<file path="src/rtl/ptmr_pkg.sv">
package ptmr_pkg;

    localparam int OFS_CNT_LO = 4;
    localparam int OFS_CNT_HI = 5;
    localparam int OFS_LAT_LO = 6;
    localparam int OFS_LAT_HI = 7;

    // decoded bus access for one cycle
    typedef struct packed {
        logic wr_lo;      // latch low byte (offset 4 or 6)
        logic wr_start;   // latch high byte + start (offset 5)
        logic wr_hi;      // latch high byte only (offset 7)
        logic rd_lo;      // counter low read (offset 4)
    } tmr_acc_t;

endpackage

</file>
<file path="src/rtl/tmr_latch.sv">
module tmr_latch
    import ptmr_pkg::*;
#(
    parameter int DATA_W = 8
) (
    input  logic                clk,
    input  logic                rst_n,
    input  tmr_acc_t            acc,
    input  logic [DATA_W-1:0]   wdata,
    output logic [2*DATA_W-1:0] lat
);
    typedef struct packed {
        logic [DATA_W-1:0] hi;
        logic [DATA_W-1:0] lo;
    } lat_st_t;

    lat_st_t st_d, st_q;

    always_comb begin
        st_d = st_q;
        if (acc.wr_lo)
            st_d.lo = wdata;
        if (acc.wr_start || acc.wr_hi)
            st_d.hi = wdata;
    end

    always_ff @(posedge clk or negedge rst_n) begin
        if (!rst_n)
            st_q <= '0;
        else
            st_q <= st_d;
    end

    assign lat = {st_q.hi, st_q.lo};
endmodule

</file>
<file path="src/rtl/tmr_count.sv">
module tmr_count #(
    parameter int CNT_W = 16
) (
    input  logic             clk,
    input  logic             rst_n,
    input  logic             load,
    input  logic [CNT_W-1:0] load_val,
    input  logic [CNT_W-1:0] reload_val,
    input  logic             continuous,
    output logic [CNT_W-1:0] cnt,
    output logic             pend,
    output logic             fire
);
    typedef struct packed {
        logic [CNT_W-1:0] cnt;
        logic             armed;
        logic             pend;
    } cnt_st_t;

    cnt_st_t st_d, st_q;
    logic    expire;

    always_comb begin
        expire = (st_q.cnt == '0) && !load;
        fire   = expire && st_q.armed;
        st_d      = st_q;
        st_d.pend = expire && continuous;
        if (load) begin
            st_d.cnt   = load_val;
            st_d.armed = 1'b1;
        end else if (st_q.pend) begin
            st_d.cnt = reload_val;
        end else begin
            st_d.cnt = st_q.cnt - CNT_W'(1);
        end
        if (expire && !continuous)
            st_d.armed = 1'b0;
    end

    always_ff @(posedge clk or negedge rst_n) begin
        if (!rst_n)
            st_q <= '0;
        else
            st_q <= st_d;
    end

    assign cnt  = st_q.cnt;
    assign pend = st_q.pend;
endmodule

</file>
<file path="src/rtl/tmr_wave.sv">
module tmr_wave (
    input  logic clk,
    input  logic rst_n,
    input  logic load,
    input  logic fire,
    input  logic cfg_write,
    input  logic wave_en,
    output logic wave
);
    typedef struct packed {
        logic bit_v;
    } wave_st_t;

    wave_st_t st_d, st_q;

    always_comb begin
        st_d = st_q;
        if (cfg_write && !wave_en)
            st_d.bit_v = 1'b1;
        else if (load && wave_en)
            st_d.bit_v = 1'b0;
        else if (fire && wave_en)
            st_d.bit_v = !st_q.bit_v;
    end

    always_ff @(posedge clk or negedge rst_n) begin
        if (!rst_n)
            st_q.bit_v <= 1'b1;
        else
            st_q <= st_d;
    end

    assign wave = st_q.bit_v;
endmodule

</file>
<file path="src/rtl/pulse_timer.sv">
module pulse_timer
    import ptmr_pkg::*;
#(
    parameter int ADDR_W = 4,
    parameter int DATA_W = 8
) (
    input  logic              clk,
    input  logic              rst_n,
    input  logic              bus_wr,
    input  logic              bus_rd,
    input  logic [ADDR_W-1:0] bus_addr,
    input  logic [DATA_W-1:0] bus_wdata,
    output logic [DATA_W-1:0] bus_rdata,
    input  logic              cfg_continuous,
    input  logic              cfg_wave_en,
    input  logic              cfg_write,
    output logic              irq_set,
    output logic              irq_clr,
    output logic              wave_bit,
    output logic              wave_override
);
    localparam int CNT_W = 2 * DATA_W;

    typedef struct packed {
        logic set;
        logic clr;
    } irq_st_t;

    tmr_acc_t         acc;
    irq_st_t          irq_d, irq_q;
    logic [CNT_W-1:0] lat_val;
    logic [CNT_W-1:0] cnt_val;
    logic [CNT_W-1:0] load_val;
    logic             reload_pend;
    logic             tmr_fire;

    always_comb begin
        acc.wr_lo    = bus_wr && (bus_addr == ADDR_W'(OFS_CNT_LO) ||
                                  bus_addr == ADDR_W'(OFS_LAT_LO));
        acc.wr_start = bus_wr && (bus_addr == ADDR_W'(OFS_CNT_HI));
        acc.wr_hi    = bus_wr && (bus_addr == ADDR_W'(OFS_LAT_HI));
        acc.rd_lo    = bus_rd && (bus_addr == ADDR_W'(OFS_CNT_LO));
    end

    assign load_val = {bus_wdata, lat_val[DATA_W-1:0]};

    tmr_latch #(.DATA_W(DATA_W)) u_latch (
        .clk   (clk),
        .rst_n (rst_n),
        .acc   (acc),
        .wdata (bus_wdata),
        .lat   (lat_val)
    );

    tmr_count #(.CNT_W(CNT_W)) u_count (
        .clk        (clk),
        .rst_n      (rst_n),
        .load       (acc.wr_start),
        .load_val   (load_val),
        .reload_val (lat_val),
        .continuous (cfg_continuous),
        .cnt        (cnt_val),
        .pend       (reload_pend),
        .fire       (tmr_fire)
    );

    tmr_wave u_wave (
        .clk       (clk),
        .rst_n     (rst_n),
        .load      (acc.wr_start),
        .fire      (tmr_fire),
        .cfg_write (cfg_write),
        .wave_en   (cfg_wave_en),
        .wave      (wave_bit)
    );

    always_comb begin
        irq_d.set = tmr_fire;
        irq_d.clr = acc.wr_start || acc.wr_hi || acc.rd_lo;
    end

    always_ff @(posedge clk or negedge rst_n) begin
        if (!rst_n)
            irq_q <= '0;
        else
            irq_q <= irq_d;
    end

    always_comb begin
        case (bus_addr)
            ADDR_W'(OFS_CNT_LO): bus_rdata = cnt_val[DATA_W-1:0];
            ADDR_W'(OFS_CNT_HI): bus_rdata = cnt_val[CNT_W-1:DATA_W];
            ADDR_W'(OFS_LAT_LO): bus_rdata = lat_val[DATA_W-1:0];
            ADDR_W'(OFS_LAT_HI): bus_rdata = lat_val[CNT_W-1:DATA_W];
            default:             bus_rdata = '0;
        endcase
    end

    assign irq_set       = irq_q.set;
    assign irq_clr       = irq_q.clr;
    assign wave_override = cfg_wave_en;
endmodule

</file>
<file path="config.mk">
export PLATFORM = sky130hd
export DESIGN_NAME = pulse_timer
export DESIGN_NICKNAME = d
export VERILOG_FILES = /design/src/rtl/ptmr_pkg.sv /design/src/rtl/tmr_latch.sv /design/src/rtl/tmr_count.sv /design/src/rtl/tmr_wave.sv /design/src/rtl/pulse_timer.sv
export SDC_FILE = /design/constraint.sdc
export NUM_CORES = 1
export LEC_CHECK = 0
export ABC_CLOCK_PERIOD_IN_PS = 2560
export CAP_MARGIN = 20
export CORE_ASPECT_RATIO = 2
export CORE_UTILIZATION = 43
export CTS_CLUSTER_SIZE = 20
export DETAILED_ROUTE_END_ITERATION = 8
export DONT_BUFFER_PORTS = 1
export PLACE_DENSITY = 0.68
export REMOVE_ABC_BUFFERS = 1
export SETUP_SLACK_MARGIN = 0.5
export SYNTH_ARGS = -nofsm -noshare
export SYNTH_HDL_FRONTEND = slang
export SYNTH_HIERARCHICAL = 1
export SYNTH_SLANG_ARGS = --single-unit
export TNS_END_PERCENT = 1
</file>
<file path="constraint.sdc">
create_clock -name clk -period 2.56 [get_ports clk]
set_input_delay 0.512 -clock clk [delete_from_list [all_inputs] [get_ports clk]]
set_output_delay 0.512 -clock clk [all_outputs]
set_load 0.005 [all_outputs]
</file>
Word-level counts from Yosys, hierarchy flattened:

Index checks and enable logic that the tools add are counted.

* register bits after elaboration: 37
* input bits: 19
* output and inout port bits: 12
* word-level logic and storage cells: 42

* $add $sub $neg: 1
* equality and inequality tests: 4
* muxes and demuxes: 8
* reduce and logical (&&, ||, !) cells: 21

Operators by type and width (count)
* two-way mux 16 bit: 2
* case mux 8 bit (4 select lines): 1
* == test 4 x 3 -> 1 bit, second input constant: 4
* zero test 16 bit: 1
* subtractor 16 x 1 -> 16 bit, second input constant: 1
* logical AND 1 bit: 11
* two-way mux 1 bit: 5
* zero test 1 bit: 4
* logical OR 1 bit: 3
* nonzero test 3 bit: 1
* nonzero test 2 bit: 1

Depth between registers and ports, before layout:

Gate-level depths: netlist of run 1.

* depth after elaboration: 9
* depth in mapped cells: 8
* mapped depth without buffers: 8

By module:

The synthesis of run 1 kept the hierarchy.

Modules (own cells, without submodules)
* tmr_count: times used 1, cells an instance 134, area each 1196.1 sq um, seq. area each 450.4 sq um
* tmr_latch: times used 1, cells an instance 34, area each 596.8 sq um, seq. area each 400.4 sq um
* pulse_timer: times used 1, cells an instance 42, area each 371.6 sq um, seq. area each 50.0 sq um
* tmr_wave: times used 1, cells an instance 4, area each 53.8 sq um, seq. area each 26.3 sq um

Least setup slack after synthesis of run 1:

Ideal clock, no wire load.

* path kind: input to register
* from: input bus_addr[1]
* to: register u_wave.st_q, in the netlist u_wave/wave
* library setup time: 0.079 ns
* data arrival time: 1.997 ns
* data required time: 2.481 ns
* setup slack: 0.484 ns
* cell stages on the path: 8
* buffers on the path: 2
* path through: buf_4 -> buf_4 -> nor2_1 -> nor2_1 -> and3_1 -> and2_1 -> mux2_1 -> a2bb2oi_1

RTL lines
* from (decl): RTL line pulse_timer.sv:11 `input logic [ADDR_W-1:0] bus_addr,`
* to (signal assigned): RTL line tmr_wave.sv:30 `st_q <= st_d;`
* to (decl): RTL line tmr_wave.sv:14 `wave_st_t st_d, st_q;`

==> out/metrics.sh, run 1 <==
INITIAL_CORE_UTIL_PCT=45.1
DESIGN_POWER_TOTAL_mW=2.06
YOSYS_WARNINGS=6
NUMCTSBUFFERS=5
FLOW.AREA_GROWTH_FROM_SYNTHESIS_PCT=5.93
DETAIL_ROUTE.WIRELENGTH.MET1_UM=1800
DESTINATION_OF_THE_CRITICAL_TIMING_PATH='u_wave/wave$_DFFE_PN1P_'
TIGHTESTPINTRANSITION_NS=0.491
MET3_WIRELENGTH_UM=253
ANT_NETS=0
PERIOD_UTILIZATION_PCT=80.4
VIA_COUNT=1555
TIMING.SETUP.TNS_NS=0
LAYOUT_COMMON_CELLS='35 x sky130_fd_sc_hd__dfrtp_1, 18 x sky130_fd_sc_hd__mux2i_1, 18 x sky130_fd_sc_hd__mux2_2'
HPWL_AFTER_DETAILED_PLACEMENT_UM=3530
DRIVE_GT1_SHARE_PCT=23.6
PLACEMENTROWS=36
SETUP_VIOLATIONS=0
AVG_INST_SIZE_SYNTH_UM2=10.4
FINAL_PERIOD_MINUS_WORST_SETUP_SLACK_NS=2.06
N_ANTENNA_CELL=0
GRT_PASS1_WL_UM=7920
FMAX_MHz=486
WL_PER_CELL_UM=19.4
REPORT.FINAL.SLEW_VIOL_COUNT=0
FINISH.NET_COUNT=222
CTS.REPORTEDPATHS.CLKPINSLEW_NS=0.08
CRITICAL_PATH.STARTPOINT_TYPE='flip-flop'
WORST_REG2REG_STARTPOINT='u_count/cnt[9]$_DFF_PN0_'
DRC=0
SLEW-LIMIT-HEADROOM_PCT=67.1
WORST_EP_ARRIVAL_TIME_NS=2.28
GP_CONGESTION=0.803
DIE_H_UM=103
WORST_VDD_DROP_uV=505
FIRST_PASS_ITERS=4
TIMING.CLOCK.SKEW_NS=0.00478
ROUTED-WL-MET2_UM=2830
CORE_AREA_UM2=4910
MOSTFREQUENTLAYOUTCELL='sky130_fd_sc_hd__dfrtp_1'
CTS_ROOT_BUF='sky130_fd_sc_hd__clkbuf_8'
RUN_STATUS='complete, no violations'
HOLD_PATH_CLASS='input pin to async pin'
TIMING.CRITICAL_PATH.CELLS='or4_4 -> nor4_4 -> and3_4 -> and2_4 -> mux2_4 -> a2bb2oi_2'
PORT_BUFFERS=0
CRITICAL_PATH_PEAK_FANOUT=3
P_LEAK_nW=0.991
CTS.SINK_COUNT=37
CRITICAL-PATH-MAX-STAGE-DELAY_NS=0.59
CRITICAL_PATH.ENDPOINT_TYPE='flip-flop'
DRV_CAP=0
REPORT.FINAL.HOLD_VIOL_COUNT=0
CRITICAL_PATH_REQUIRED_NS=2.79
AVGVIACOUNTPERCELL=5.98
GRT_START_MAX_NET_PINS=37
IOS=31
CLK_LATENCY_NS=0.29
NUMBER_OF_ANTENNA_VIOLATIONS_AT_THE_FIRST_CHECK_IN_GLOBAL_ROUTING=0
VIA_COUNT_OF_THE_FIRST_GLOBAL_ROUTING_PASS=1611
CRITICALPATHCATEGORY='flip-flop to flip-flop'
GRT_USAGE_PCT=20.5
DRT-TOTAL-WL_UM=5050
DPL_CELL_AREA_UM2=2140
POSTLAYOUTCELLAREA_UM2=2350
WORST_R2R_PATH_DEPTH=6
ROUTED.TOP_LAYER='met4'
DIE_W_UM=52.7
CLK_PATH_BUF_DEPTH=2
DIE-AREA_UM2=5460
R2R_END='u_wave/wave$_DFFE_PN1P_'
SLOWEST_STAGE='sky130_fd_sc_hd__or4_4'
UNREPAIRED_SETUP_ENDPOINTS_AFTER_GLOBAL_ROUTING='yes'
CTS_HTREE_LEVELS=2
WORST-R2R-SETUP-SLACK_NS=0.50
GRT-OVFL-TOTAL=0
SYNTHESIS.INSTANCES=213
CELLPOWERDENSITY_nW_PER_UM2=877
NETLIST_AREA_PRE_PLACE_UM2=2210
DETAILEDROUTE.FIRSTITERATIONVIOLATIONS=36
CLOCK_TREE_FROM_TRITONCTS='built'
WORST_SETUP_PATH_STARTPOINT='u_count/cnt[9]$_DFF_PN0_'
metrics by stage:
stage	util [%]	hold slack, ns	worst slack, ns	cells
finish	47.8	0.0496	0.501	260
global route	47.8	0.0430	0.443	260
CTS	46.9	0.0538	0.494	257
detailed placement	43.5	0.217	0.423	248
global placement	43.5	0.217	0.458	248
floorplan	-	0.216	-0.00780	187
registers in the layout, summed over array words and instances, names as in the netlist:
signal and cells:
u_wave/wave 1, irq_set 1, u_count/pend 1, u_count/cnt 16, u_count/st_q 1, irq_clr 1, u_latch/lat 16
repair_timing:
| item | 4_1_cts | 5_1_grt |
|---|---|---|
| buffers inserted | 0 | 3 |
| resized for setup | 2 | 5 |
| hold buffers | 1 | 0 |
| hold endpoints to repair | 36 | 0 |
| pin swaps | 0 | 4 |
| endpoints found under the setup margin | 1 | 2 |
critical path: cells and delay by family (launching register included):
family           cells  cell delay (ns)
AND/OR/NAND/NOR      4             1.34
flip-flops           1             0.41
multiplexers         1             0.14
AO/OA/AOI/OAI        1             0.11
layer usage:
metal,GRT usage [%],vias up
li1,-,717
met1,21.5,772
met2,37.0,51
met3,3.80,15
met4,11.3,0
met5,0,-
worst min path at each step:
stage               startpoint                          end  slack [ns]
floorplan                rst_n            irq_clr$_DFF_PN0_        0.22
global placement         rst_n            irq_set$_DFF_PN0_        0.22
detailed placement       rst_n  u_latch/lat[13]$_DFFE_PN0P_        0.22
CTS                      rst_n      u_wave/wave$_DFFE_PN1P_        0.05
global route             rst_n      u_wave/wave$_DFFE_PN1P_        0.04
finish                   rst_n   u_latch/lat[5]$_DFFE_PN0P_        0.05
where the power goes:
part / switching, mW / internal (mW)
Combinational: 0.231 / 0.284
Sequential: 0.195 / 0.752
Clock: 0.209 / 0.387
Total: 0.634 / 1.42
cell type report:
cell class | instances | area [um^2]
inverter | 6 | 22.5
sequential | 37 | 928
fill | 468 | 2560
multi-input combinational | 144 | 1120
clock buffer | 5 | 68.8
clock inverter | 3 | 65.1
timing repair buffer | 8 | 72.6
tap | 57 | 71.3
(Power assumes the default switching activity.)
==> run 2, diff against run 1 <==
--- a/config.mk
+++ b/config.mk
@@ -5,14 +5,14 @@
 export SDC_FILE = /design/constraint.sdc
 export NUM_CORES = 1
 export LEC_CHECK = 0
-export ABC_CLOCK_PERIOD_IN_PS = 2560
+export ABC_CLOCK_PERIOD_IN_PS = 1800
 export CAP_MARGIN = 20
 export CORE_ASPECT_RATIO = 2
 export CORE_UTILIZATION = 43
 export CTS_CLUSTER_SIZE = 20
 export DETAILED_ROUTE_END_ITERATION = 8
 export DONT_BUFFER_PORTS = 1
-export PLACE_DENSITY = 0.68
+export PLACE_DENSITY = 0.7
 export REMOVE_ABC_BUFFERS = 1
 export SETUP_SLACK_MARGIN = 0.5
 export SYNTH_ARGS = -nofsm -noshare
==> constraint.sdc (replaced) <==
create_clock -name clk -period 1.8 [get_ports clk]
set_input_delay 0.36 -clock clk [delete_from_list [all_inputs] [get_ports clk]]
set_output_delay 0.36 -clock clk [all_outputs]
set_load 0.005 [all_outputs]
==> out/metrics.sh, run 2 (same netlist as run 1, synthesis figures left out) <==
NETSWITCHINGPOWER_mW=1.07  # +69%
TIMING.CLOCK.SKEW_NS=0.00602  # +0.00123 ns
P_LEAK_nW=1.09  # +10%
CRITICAL_PATH.ENDPOINT_TYPE='flip-flop'
HPWL_AFTER_DETAILED_PLACEMENT_UM=3810  # +8.0%
NUMCTSBUFFERS=5  # unchanged
CORE_AREA_UM2=4910  # unchanged
DIE_H_UM=103  # unchanged
WORST_REG2REG_STARTPOINT='u_count/cnt[6]$_DFF_PN0_'
INITIAL_CORE_UTIL_PCT=45.1  # unchanged
CLK_LATENCY_NS=0.29  # about the same
REPORT.FINAL.SLEW_VIOL_COUNT=0  # unchanged
SHARE_COMB_OF_TOTAL_POWER_PCT=39.7  # +15 points
NETSWITCHINGFRACTION_PCT=35.2  # +4.4 points
CTS_ROOT_BUF='sky130_fd_sc_hd__clkbuf_8'
UNREPAIRED_SETUP_ENDPOINTS_AFTER_GLOBAL_ROUTING='yes'
DETAILEDROUTE.FIRSTITERATIONVIOLATIONS=50  # +39%
CLK_PATH_BUF_DEPTH=2  # unchanged
FINAL-SEQ-AREA_UM2=927  # -0.13%
CTS.REPORTEDPATHS.CLKPINSLEW_NS=0.07  # about the same
REPORT.FINAL.HOLD_VIOL_COUNT=0  # unchanged
FINAL_PERIOD_MINUS_WORST_SETUP_SLACK_NS=1.93  # -0.131 ns
PERIOD_UTILIZATION_PCT=107  # +27 points
N_ANTENNA_CELL=0  # unchanged
SETUP_VIOLATIONS=5  # +5
TIMING.SETUP.TNS_NS=-0.300  # -0.300 ns
GRT_START_MAX_NET_PINS=38  # +2.7%
MOSTFREQUENTLAYOUTCELL='sky130_fd_sc_hd__dfrtp_1'
AVGVIACOUNTPERCELL=5.85  # -2.3%
RUN_STATUS='complete, but fails checks'
HOLDPATHSTAGES=1
WORST_EP_ARRIVAL_TIME_NS=2.10  # -0.18 ns
HOLD_END='u_wave/wave$_DFFE_PN1P_'
WORST_R2R_PATH_DEPTH=5  # -1
CTS_HTREE_LEVELS=2  # unchanged
GRT-OVFL-TOTAL=0  # unchanged
SLEW-LIMIT-HEADROOM_PCT=58.5  # -8.6 points
DRIVE_GT1_SHARE_PCT=36.2  # +13 points
HOLDCRITSTARTPOINT='cfg_wave_en'
INTERNAL_POWER_mW=1.97  # +39%
FINISH.NET_COUNT=240  # +8.1%
CLOCK_TREE_FROM_TRITONCTS='built'
FIN_WORST_HOLD_SLACK_NS=0.113  # +0.0636 ns
SHARE_SEQ_OF_TOTAL_POWER_PCT=41.9  # -4.1 points
TIGHTESTPINTRANSITION_NS=0.620  # +0.129 ns
PWR-SHARE-CLK_PCT=18.4  # -11 points
R2R_END='u_count/cnt[13]$_DFF_PN0_'
IOS=31  # unchanged
LAYOUT_COMMON_CELLS='36 x sky130_fd_sc_hd__dfrtp_1, 18 x sky130_fd_sc_hd__mux2i_1, 18 x sky130_fd_sc_hd__buf_4, 18 x sky130_fd_sc_hd__mux2_2, 12 x sky130_fd_sc_hd__a21oi_1'
DRV_CAP=0  # unchanged
VIA_COUNT_OF_THE_FIRST_GLOBAL_ROUTING_PASS=1770  # +9.9%
CRITICALPATHCATEGORY='flip-flop to flip-flop'
NUMBER_OF_CELLS_AFTER_DETAILED_PLACEMENT=267  # +7.7%
MULTI_INPUT_AREA_UM2=1220  # +9.0%
FLOW.AREA_GROWTH_FROM_SYNTHESIS_PCT=15.3
FILLER_FREE_CELL_COUNT_OF_THE_FINISHED_DESIGN=278  # +6.9%
VIOLATED_CHECKS='setup timing'
HOLD_PATH_CLASS='input pin to flip-flop'
CRITICAL_PATH_PEAK_FANOUT=3  # unchanged
PLACEMENTROWS=36  # unchanged
DIE-AREA_UM2=5460  # unchanged
FMAX_MHz=519  # +6.8%
CELLPOWERDENSITY_nW_PER_UM2=1190  # +36%
PORT_BUFFERS=0  # unchanged
NUMBER_OF_ANTENNA_VIOLATIONS_AT_THE_FIRST_CHECK_IN_GLOBAL_ROUTING=0  # unchanged
DRT-TOTAL-WL_UM=5510  # +9.1%
GRT_PASS1_WL_UM=8600  # +8.6%
FILL_CELLS=436  # -6.8%
GRT_USAGE_PCT=22.5  # +2.0 points
FIN_UTIL_PCT=52.0  # +4.2 points
WORST_SETUP_PATH_STARTPOINT='u_count/cnt[6]$_DFF_PN0_'
FIRST_PASS_ITERS=4  # unchanged
VIA_COUNT=1625  # +4.5%
ANT_NETS=0  # unchanged
WORST_VDD_DROP_uV=858  # +70%
GP_CONGESTION=0.872  # +8.6%
CTS.SINK_COUNT=37  # unchanged
CRITICAL_PATH_REQUIRED_NS=1.97  # -0.82 ns
WL_PER_CELL_UM=19.8  # +2.1%
TIMING.FINAL.WS_SETUP_NS=-0.128  # -0.629 ns
CRITICAL_PATH.STARTPOINT_TYPE='flip-flop'
DIE_W_UM=52.7  # unchanged
WORST-R2R-SETUP-SLACK_NS=-0.13  # -0.63 ns
DRC=0  # unchanged
[run 2: changes by cell type in the layout (fill, tap and decap cells not counted), moves of 2 or more]
cell	before	now
sky130_fd_sc_hd__inv_1	5	3
sky130_fd_sc_hd__buf_6	0	6
sky130_fd_sc_hd__bufinv_16	2	0
sky130_fd_sc_hd__o22ai_2	1	8
sky130_fd_sc_hd__nand2_1	12	10
sky130_fd_sc_hd__buf_4	7	18
sky130_fd_sc_hd__nor2_1	11	9
sky130_fd_sc_hd__inv_2	0	3
sky130_fd_sc_hd__o21ai_0	7	4
sky130_fd_sc_hd__o22ai_1	12	5
sky130_fd_sc_hd__nor3_4	0	2
sky130_fd_sc_hd__o21ai_1	3	6
sky130_fd_sc_hd__nand2_2	0	2
[run 2: repair_timing]
item / 4_1_cts / 5_1_grt
hold buffers: 2 / 0
pin swaps: 21 / 17
hold endpoints to repair: 37 / 0
endpoints found under the setup margin: 26 / 35
resized for setup: 32 / 5
buffers inserted: 1 / 0
[run 2: worst max-delay path, stage by stage (launching register included)]
cell	delay [ns]
sky130_fd_sc_hd__dfrtp_1	0.38
sky130_fd_sc_hd__or4_4	0.58
sky130_fd_sc_hd__nor4_4	0.28
sky130_fd_sc_hd__nand2_1	0.11
sky130_fd_sc_hd__xnor2_1	0.14
sky130_fd_sc_hd__a221o_1	0.32
[run 2: how the worst max path moves through the flow]
stage	end	slack [ns]	cells after the start
floorplan	u_count/cnt[13]$_DFF_PN0_	-0.62	5
global placement	u_wave/wave$_DFFE_PN1P_	-0.09	6
detailed placement	u_wave/wave$_DFFE_PN1P_	-0.10	6
CTS	u_count/cnt[13]$_DFF_PN0_	-0.08	5
global route	u_count/cnt[13]$_DFF_PN0_	-0.19	5
finish	u_count/cnt[13]$_DFF_PN0_	-0.13	5
[run 2: metal layers]
metal / share of wire [%] / vias up / track usage (%)
li1: - / 754 / -
met1: 36 / 804 / 22.1
met2: 56 / 48 / 40.5
met3: 3.9 / 19 / 4.82
met4: 3.9 / 0 / 14.6
met5: 0 / - / 0
[run 2: final cells by class]
class / instances / area share (%)
Clock buffer: 6 / 2.84
Multi-Input combinational cell: 144 / 47.7
Clock inverter: 2 / 0.392
Sequential cell: 37 / 36.3
Timing Repair Buffer: 26 / 9.11
Inverter: 6 / 0.882
Tap cell: 57 / 2.79
[run 2: per-stage QoR]
stage | total power, mW | instance area (um^2) | setup slack (ns)
after floorplan | 1.84 | 2040 | -0.616
after global placement | 2.21 | 2280 | -0.0907
after detailed placement | 2.24 | 2280 | -0.102
after CTS | 3.03 | 2540 | -0.0840
after global routing | 3.20 | 2550 | -0.189
final | 3.04 | 2550 | -0.128
[run 2: power groups by stage]
| stage | Combinational, mW | Clock [mW] | Sequential [mW] |
|---|---|---|---|
| final | 1.21 | 0.559 | 1.28 |
| after global routing | 1.29 | 0.611 | 1.30 |
| after CTS | 1.18 | 0.576 | 1.27 |
| after detailed placement | 0.973 | 0 | 1.27 |
| after global placement | 0.951 | 0 | 1.26 |
| after floorplan | 0.565 | 0 | 1.27 |
==> run 3, diff against run 2 <==
--- a/config.mk
+++ b/config.mk
@@ -11,8 +11,7 @@
 export CORE_UTILIZATION = 43
 export CTS_CLUSTER_SIZE = 20
 export DETAILED_ROUTE_END_ITERATION = 8
-export DONT_BUFFER_PORTS = 1
-export PLACE_DENSITY = 0.7
+export PLACE_DENSITY = 0.78
 export REMOVE_ABC_BUFFERS = 1
 export SETUP_SLACK_MARGIN = 0.5
 export SYNTH_ARGS = -nofsm -noshare
==> out/metrics.sh, run 3 (same netlist as run 1, synthesis figures left out) <==
RUN_STATUS='complete, but fails checks'
VIOLATED_CHECKS='setup timing'
PLACEMENTROWS=36  # unchanged
CRITICALPATHCATEGORY='flip-flop to flip-flop'
TIMING.CLOCK.SKEW_NS=0.00897  # +0.00296 ns
SETUP_VIOLATIONS=4  # -1
GRT_PASS1_WL_UM=9650  # +12%
CTS_HTREE_LEVELS=2  # unchanged
NUMCTSBUFFERS=5  # unchanged
CLOCK_TREE_FROM_TRITONCTS='built'
TIMING.FINAL.WS_SETUP_NS=-0.145  # -0.0177 ns
MOSTFREQUENTLAYOUTCELL='sky130_fd_sc_hd__dfrtp_1'
VIA_COUNT_OF_THE_FIRST_GLOBAL_ROUTING_PASS=1969  # +11%
CTS_ROOT_BUF='sky130_fd_sc_hd__clkbuf_8'
CRITICAL_PATH.ENDPOINT_TYPE='flip-flop'
GRT_USAGE_PCT=25.2  # +2.7 points
DRV_CAP=0  # unchanged
WORST-R2R-SETUP-SLACK_NS=-0.15  # -0.02 ns
ANT_NETS=0  # unchanged
HOLD_END='irq_clr$_DFF_PN0_'
NUMBER_OF_ANTENNA_VIOLATIONS_AT_THE_FIRST_CHECK_IN_GLOBAL_ROUTING=0  # unchanged
LAYOUT_COMMON_CELLS='36 x sky130_fd_sc_hd__dfrtp_1, 27 x sky130_fd_sc_hd__buf_4, 17 x sky130_fd_sc_hd__buf_6'
FINISH.NET_COUNT=288  # +20%
HPWL_AFTER_DETAILED_PLACEMENT_UM=4030  # +5.7%
CORE_AREA_UM2=4910  # unchanged
R2R_END='u_wave/wave$_DFFE_PN1P_'
FIRST_PASS_ITERS=4  # unchanged
DRIVE_GT1_SHARE_PCT=47.2  # +11 points
GP_CONGESTION=0.947  # +8.7%
WORST_EP_ARRIVAL_TIME_NS=2.17  # +0.07 ns
FINAL_PERIOD_MINUS_WORST_SETUP_SLACK_NS=1.95  # +0.0177 ns
CTS.REPORTEDPATHS.CLKPINSLEW_NS=0.07  # about the same
HOLDPATHSTAGES=4  # +3
WORST_R2R_PATH_DEPTH=6  # +1
GRT-OVFL-TOTAL=0  # unchanged
VIA_COUNT=1823  # +12%
UNREPAIRED_SETUP_ENDPOINTS_AFTER_GLOBAL_ROUTING='yes'
REPORT.FINAL.HOLD_VIOL_COUNT=0  # unchanged
P_LEAK_nW=1.40  # +29%
CLK_PATH_BUF_DEPTH=2  # unchanged
SLEW-LIMIT-HEADROOM_PCT=57.5  # -1.0 points
DIE_H_UM=103  # unchanged
HOLDCRITSTARTPOINT='bus_addr[2]'
DPL_CELL_AREA_UM2=2750  # +20%
FMAX_MHz=514  # -0.91%
REPORT.FINAL.SLEW_VIOL_COUNT=0  # unchanged
DIE-AREA_UM2=5460  # unchanged
PERIOD_UTILIZATION_PCT=108  # +0.98 points
FIN_WORST_HOLD_SLACK_NS=0.422  # +0.309 ns
CRITICAL_PATH.STARTPOINT_TYPE='flip-flop'
CLK_LATENCY_NS=0.29  # about the same
HOLD_PATH_CLASS='input pin to flip-flop'
DETAILEDROUTE.FIRSTITERATIONVIOLATIONS=44  # -12%
DRC=0  # unchanged
TIGHTESTPINTRANSITION_NS=0.638  # +0.0172 ns
INITIAL_CORE_UTIL_PCT=45.1  # unchanged
CTS.SINK_COUNT=37  # unchanged
CRITICAL_PATH_PEAK_FANOUT=3  # unchanged
DIE_W_UM=52.7  # unchanged
FLOW.AREA_GROWTH_FROM_SYNTHESIS_PCT=42.4
POSTLAYOUTCELLAREA_UM2=3150  # +24%
CELLPOWERDENSITY_nW_PER_UM2=1070  # -10%
PORT_BUFFERS=30  # +30
DRT-TOTAL-WL_UM=6260  # +14%
CRITICAL_PATH_REQUIRED_NS=2.02  # +0.05 ns
IOS=31  # unchanged
N_ANTENNA_CELL=0  # unchanged
AVGVIACOUNTPERCELL=5.59  # -4.3%
WORST_REG2REG_STARTPOINT='u_count/cnt[8]$_DFF_PN0_'
GRT_START_MAX_NET_PINS=38  # unchanged
WORST_VDD_DROP_uV=909  # +5.9%
WL_PER_CELL_UM=19.2  # -3.1%
run 3: power by group:
group	switching (mW)	internal [mW]
Sequential	0.240	1.07
Combinational	0.680	0.839
Clock	0.271	0.275
Total	1.19	2.18
run 3: worst max-delay path, cell delays in order, from the launching register on:
cell,delay (ns)
sky130_fd_sc_hd__dfrtp_1,0.38
sky130_fd_sc_hd__or4_4,0.59
sky130_fd_sc_hd__nor4_4,0.27
sky130_fd_sc_hd__and3_4,0.25
sky130_fd_sc_hd__and2_4,0.14
sky130_fd_sc_hd__mux2_4,0.14
sky130_fd_sc_hd__a2bb2oi_2,0.11
run 3: worst max-delay path by stage:
stage                             start  slack [ns]                        end  cells past startpoint
3_5_place_dp                bus_addr[2]       -0.71               bus_rdata[5]                      5
2_1_floorplan               bus_addr[3]       -0.62  u_count/cnt[13]$_DFF_PN0_                      5
6_report       u_count/cnt[8]$_DFF_PN0_       -0.15    u_wave/wave$_DFFE_PN1P_                      6
5_1_grt        u_count/cnt[8]$_DFF_PN0_       -0.22  u_count/cnt[13]$_DFF_PN0_                      5
4_1_cts        u_count/cnt[8]$_DFF_PN0_       -0.16    u_wave/wave$_DFFE_PN1P_                      6
3_3_place_gp                bus_addr[2]       -0.69               bus_rdata[5]                      5
run 3: routing by layer:
metal,wire length (um),global-route usage [%],vias up
li1,-,-,847
met1,2390,27.5,899
met2,3330,44.8,54
met3,221,3.51,23
met4,313,14.6,0
met5,0,0,-
run 3: area by class of cell:
| class | instances | area [um^2] |
|---|---|---|
| fillers | 365 | 1760 |
| multi-input cells | 144 | 1390 |
| flip-flops and latches | 37 | 927 |
| repair buffers | 74 | 664 |
| clock buffers | 8 | 80.1 |
| well taps | 57 | 71.3 |
| inverters | 6 | 25.0 |
run 3: timing repair:
action / CTS / global route
hold endpoints to repair: 0 / 0
setup buffers: 4 / 0
hold buffers: 0 / 0
gates cloned: 0 / 0
pin swaps: 33 / 31
endpoints found under the setup margin: 49 / 45
gates resized for setup: 113 / 28
run 3: metrics by stage:
step                util, %  power, mW  TNS (ns)  cells  setup WS (ns)
floorplan                 -       1.84     -5.59    187         -0.616
global placement       55.9       2.34    -14.16    314         -0.691
detailed placement     55.9       2.38    -14.87    314         -0.706
CTS                    61.9       3.19    -0.498    326         -0.159
global route           64.2       3.56    -0.698    326         -0.218
finish                 64.2       3.37    -0.466    326         -0.145
